### src/rtl/swflag_pkg.sv
package swflag_pkg;
    typedef enum logic {CT_RELEASED = 1'b0, CT_PRESSED = 1'b1} contact_t;
    typedef enum logic {FL_IDLE = 1'b0, FL_PENDING = 1'b1} flag_t;
endpackage

### src/rtl/swflag_sync.sv
module swflag_sync #(
    parameter int STAGES = 2
) (
    input  logic clk,
    input  logic rst_n,
    input  logic d_n,
    output logic closed
);
    logic [STAGES-1:0] chain;

    generate
        if (STAGES == 1) begin : g_single
            always_ff @(posedge clk or negedge rst_n) begin
                if (!rst_n) chain <= '1;
                else        chain <= d_n;
            end
        end else begin : g_multi
            always_ff @(posedge clk or negedge rst_n) begin
                if (!rst_n) chain <= '1;
                else        chain <= {chain[STAGES-2:0], d_n};
            end
        end
    endgenerate

    // Contacts are active low: a low level at the last stage means closed.
    assign closed = ~chain[STAGES-1];
endmodule

### src/rtl/swflag_contact.sv
module swflag_contact
    import swflag_pkg::*;
(
    input  logic clk,
    input  logic rst_n,
    input  logic mk_closed,
    input  logic brk_closed,
    output logic press_evt,
    output logic pressed
);
    contact_t state, nxt;

    always_ff @(posedge clk or negedge rst_n) begin
        if (!rst_n) state <= CT_RELEASED;
        else        state <= nxt;
    end

    // Set/reset pair: only the opposite contact making moves the state.
    always_comb begin
        nxt = state;
        unique case (state)
            CT_RELEASED: if (mk_closed && !brk_closed) nxt = CT_PRESSED;
            CT_PRESSED:  if (brk_closed && !mk_closed) nxt = CT_RELEASED;
            default:     nxt = CT_RELEASED;
        endcase
    end

    always_comb begin
        press_evt = (state == CT_RELEASED) && (nxt == CT_PRESSED);
        pressed   = (state == CT_PRESSED);
    end

    // contacts agreeing (both open or both closed) never move the state
    p_hold_agree_r4: assert property (@(posedge clk) disable iff (!rst_n)
        (mk_closed == brk_closed) |=> $stable(state));
    // a press event is followed by a cycle with no second event
    p_single_evt_r2: assert property (@(posedge clk) disable iff (!rst_n)
        press_evt |=> !press_evt);
    // release only through the break contact
    p_release_r3: assert property (@(posedge clk) disable iff (!rst_n)
        (pressed && !brk_closed) |=> pressed);
endmodule

### src/rtl/swflag_flag.sv
module swflag_flag
    import swflag_pkg::*;
(
    input  logic clk,
    input  logic rst_n,
    input  logic press_evt,
    input  logic clr_req,
    input  logic irq_en,
    output logic flag,
    output logic irq
);
    flag_t state, nxt;

    always_ff @(posedge clk or negedge rst_n) begin
        if (!rst_n) state <= FL_IDLE;
        else        state <= nxt;
    end

    always_comb begin
        nxt = state;
        unique case (state)
            FL_IDLE:    if (press_evt) nxt = FL_PENDING;
            FL_PENDING: if (clr_req && !press_evt) nxt = FL_IDLE;
            default:    nxt = FL_IDLE;
        endcase
    end

    always_comb begin
        flag = (state == FL_PENDING);
        irq  = flag & irq_en;
    end

    // a new press beats a simultaneous clear
    p_set_wins_r7: assert property (@(posedge clk) disable iff (!rst_n)
        press_evt |=> flag);
    // a clear with no press drops the flag
    p_clear_r5: assert property (@(posedge clk) disable iff (!rst_n)
        (clr_req && !press_evt) |=> !flag);
    // the flag only rises on a press event
    p_rise_src_r2: assert property (@(posedge clk) disable iff (!rst_n)
        !press_evt |=> !$rose(flag));
    // without a clear the flag never falls
    p_no_fall_r6: assert property (@(posedge clk) disable iff (!rst_n)
        !clr_req |=> !$fell(flag));
endmodule

### src/rtl/swflag_top.sv
module swflag_top #(
    parameter int SYNC_STAGES = 2,
    parameter int ADDR_W      = 2,
    parameter int DATA_W      = 8,
    parameter int CLR_OFFSET  = 3,
    parameter int STS_OFFSET  = 0,
    parameter int FLAG_BIT    = 7
) (
    input  logic              clk,
    input  logic              rst_n,
    input  logic              make_n,
    input  logic              break_n,
    input  logic              host_rd,
    input  logic [ADDR_W-1:0] host_addr,
    input  logic              irq_en,
    output logic [DATA_W-1:0] rd_data,
    output logic              flag,
    output logic              irq
);
    localparam logic [ADDR_W-1:0] CLR_A = ADDR_W'(CLR_OFFSET);
    localparam logic [ADDR_W-1:0] STS_A = ADDR_W'(STS_OFFSET);

    logic mk_closed, brk_closed, press_evt, pressed, clr_req;

    swflag_sync #(.STAGES(SYNC_STAGES)) u_sync_mk (
        .clk(clk), .rst_n(rst_n), .d_n(make_n), .closed(mk_closed));
    swflag_sync #(.STAGES(SYNC_STAGES)) u_sync_brk (
        .clk(clk), .rst_n(rst_n), .d_n(break_n), .closed(brk_closed));

    swflag_contact u_contact (
        .clk(clk), .rst_n(rst_n), .mk_closed(mk_closed), .brk_closed(brk_closed),
        .press_evt(press_evt), .pressed(pressed));

    assign clr_req = host_rd && (host_addr == CLR_A);

    swflag_flag u_flag (
        .clk(clk), .rst_n(rst_n), .press_evt(press_evt), .clr_req(clr_req),
        .irq_en(irq_en), .flag(flag), .irq(irq));

    always_comb begin
        rd_data = '0;
        if (host_addr == CLR_A)      rd_data = '1;
        else if (host_addr == STS_A) rd_data[FLAG_BIT] = flag;
    end

    // the press state never runs ahead of the flag set after reset
    p_press_sets_r10: assert property (@(posedge clk) disable iff (!rst_n)
        $rose(pressed) |-> (flag || $past(clr_req)));
endmodule

### config.mk
export PLATFORM = sky130hd
export DESIGN_NAME = swflag_top
export DESIGN_NICKNAME = d
export VERILOG_FILES = /design/src/rtl/swflag_pkg.sv /design/src/rtl/swflag_sync.sv /design/src/rtl/swflag_contact.sv /design/src/rtl/swflag_flag.sv /design/src/rtl/swflag_top.sv
export SDC_FILE = /design/constraint.sdc
export NUM_CORES = 1
export LEC_CHECK = 0
export BUFFER_PORTS_ARGS = -buffer_cell sky130_fd_sc_hd__buf_2
export CAP_MARGIN = 30
export CORE_AREA = 10 10 47 49
export DETAILED_ROUTE_END_ITERATION = 10
export DIE_AREA = 0 0 57 59
export SLEW_MARGIN = 20
export SYNTH_ARGS = -nofsm -noshare
export SYNTH_HDL_FRONTEND = slang
export SYNTH_SLANG_ARGS = --single-unit
### constraint.sdc
create_clock -name clk -period 1 [get_ports clk]
set_input_delay 0.15 -clock clk [delete_from_list [all_inputs] [get_ports clk]]
set_output_delay 0.15 -clock clk [all_outputs]
set_load 0.02 [all_outputs]
==> metrics <==
outcome=complete, but fails checks; failing checks=negative setup slack; hpwl dp=roughly 450 µm; DRT Pass-1 Iters=4; worst vdd ir=0.000859 V; # Max-Cap Violations=0; Clock Skews=0.00842 ns; CP peak stage delay=a little under 0.4 ns; total power=between 0.6 and 0.7 mW; sum of buffers and inverters on the critical path=1; Overflow after GRT=0; Critical Path RT=roughly 0.85 ns; RSZ-0062 raised after global routing=yes; Core Util, Final=~28%; R2R Setup Slk=around 0.04 ns; clk sinks=6; area share of the largest cell type after synthesis=about two fifths; r2r endpoint=u_contact.pressed$_DFF_PN0_; Worst setup EP type=primary output; final net count=49; Die ar.=roughly 3400 µm²; crit path from=u_flag.flag$_DFF_PN0_; crit path setup slack, layout=-0.106 ns; Clock transition at path regs=about 0.050 ns; Post-DRT Antenna Nets=0; crit path kind=flip-flop to primary output; Yosys cell types=11; commonest non-fill, non-tap cell in the layout=buf_2; number of DRC markers in iteration 0=2; core area=1400 µm²; drt wl/cell=~10 µm; row count=14; final max-slew violation count=0; # H-tree levels=1; nature of the critical path startpoint=flip-flop; Top-Level Pins=18; ant diodes=0; number of global-route vias before repair=~210; register bit total from synthesis=6; total negative slack=-0.180 ns; Mapped Nets=29; Yosys top cell by area=dfstp_2; Post-Syn Area=between 200 and 300 µm²; CTS tree=built; FMAX=~900 MHz; most frequent cells in the layout=buf_2 (16), dfstp_2 (4), clkbuf_4 (3), dlygate4sd3_1 (3); crit-path leading delay family=flip-flops; Post-Syn Area per Cell=12.4 µm²; clk_lat worst skew=around 0.25 ns; total track usage=3.57%; initial antenna violation count=0; layout cell share with drive strength beyond 1=67.5%; Final Hold Vio Count=0; synth warn=0; clock buffer count from CTS=3; number of cells on the critical path=2; number of port buffers=17; Leak=0.208 nW; initial core utilization=between 10% and 20%; first-pass GRT wire length=938 µm; mean number of vias per cell=approximately 3.6; Root Driver=clkbuf_4; ordered cell list for the critical path=a21o_1, buf_2; RR Startpoint=u_sync_mk.chain[1]$_DFF_PN1_; Mapped Cells=21; Worst R2R Path Depth=2; pin count of the biggest net entering global routing=9; routability cong.=approximately 0.64; Cell Pwr Density=1720 nW/µm²; CP Max Fanout=4; Worst Hold Class=input port to flip-flop; Slew @ Worst Pin=around 0.14 ns; fillers=150; final hold slack=around 0.20 ns; synth top area cells=dfstp_2 (40%), dfrtp_1 (19%), buf_4 (17%); height of the die=59 µm; detailed-route via count=between 200 and 250; relative slew slack=90.9%; dpl ws=~0.043 ns; maximum clock path buffer count=2; setup violators final=2; Chip Width=between 50 and 60 µm; sequential area share after synthesis=about three fifths; Setup crit end=rd_data[7]; P&R area growth vs syn=50.0%; DRC violations left=0; hold depth=3; final WL=roughly 560 µm; Slowest-stage cell, CP=dfrtp_1; ratio of final minimum period to clock period=111%; fin crit period=1.11 ns; Worst Path Arrival=between 0.9 and 1 ns
==> kinds of logic after synthesis <==
kind of cell    count (synthesis)  share of synthesized area, %
simple gates                    4                          9.13
fa+ha+maj                       1                          4.33
buf+inv                         8                          20.2
compound gates                  2                          6.73
flops                           6                          59.6
==> registers in the layout (all words and copies together), names as in the netlist <==
register and flops:
u_sync_brk.chain 2, u_contact.pressed 1, u_flag.flag 1, u_sync_mk.chain 2
==> where the power goes <==
part | switching [mW] | internal (mW) | leakage, nW
Clock | 0.0936 | 0.152 | 0.0150
Sequential | 0.0114 | 0.270 | 0.0653
Combinational | 0.0756 | 0.0703 | 0.127
Total | 0.181 | 0.491 | 0.208
==> through the flow <==
stage	area (µm²)	instances
after global placement	320	48
final	390	56
after detailed placement	320	48
after global routing	390	56
after floorplan	260	21
after CTS	373	54
==> cells in the mapped netlist <==
cell and count:
a32o_1 1, inv_1 2, nand3_1 1, maj3_2 1
dfrtp_1 2, buf_4 6, and2_4 1, dfstp_2 4
a21o_1 1, nor2_1 1, and2_1 1
==> worst register-to-register path, delay by kind of cell (launching register included) <==
| family | cells | cell delay (ns) |
|---|---|---|
| adders and majority gates | 1 | 0.29 |
| DFF | 1 | 0.51 |
| buffers and inverters | 1 | 0.05 |
==> worst min path at each step <==
| stage | end | slack (ns) | start |
|---|---|---|---|
| 6_report | u_flag.flag$_DFF_PN0_ | 0.20 | host_rd |
| 5_1_grt | u_flag.flag$_DFF_PN0_ | 0.21 | host_rd |
| 2_1_floorplan | u_contact.pressed$_DFF_PN0_ | -0.15 | rst_n |
| 4_1_cts | u_sync_brk.chain[0]$_DFF_PN1_ | 0.001 | break_n |
| 3_3_place_gp | u_contact.pressed$_DFF_PN0_ | -0.02 | rst_n |
| 3_5_place_dp | u_flag.flag$_DFF_PN0_ | -0.02 | rst_n |
==> repair_timing <==
action	in CTS	in global routing
cloned	0	0
resized for setup	2	0
hold buffers	2	1
pin swaps	0	0
hold endpoints to repair	7	1
buffers inserted	0	1
setup endpoints to repair	2	3
==> routing by layer <==
| layer | wire [µm] | part of all wire [%] | vias up | global-route usage [%] |
|---|---|---|---|---|
| met2 | 161 | 29 | 20 | 3.41 |
| met4 | 0 | 0 | 0 | 1.01 |
| met1 | 226 | 41 | 85 | 3.63 |
| met5 | 0 | 0 | - | 0 |
| met3 | 170 | 30 | 0 | 5.79 |
| li1 | - | - | 99 | - |
==> final cells by class <==
type / instances / area [µm²] / share of cell area, %
flip-flops and latches: 6 / 155 / 39.7
clock buffers: 4 / 26.3 / 6.73
repair buffers: 21 / 129 / 33.0
well taps: 16 / 20.0 / 5.13
inverters: 2 / 7.51 / 1.92
multi-input cells: 7 / 52.6 / 13.5
No activity file was read; power rests on OpenSTA's default activity.
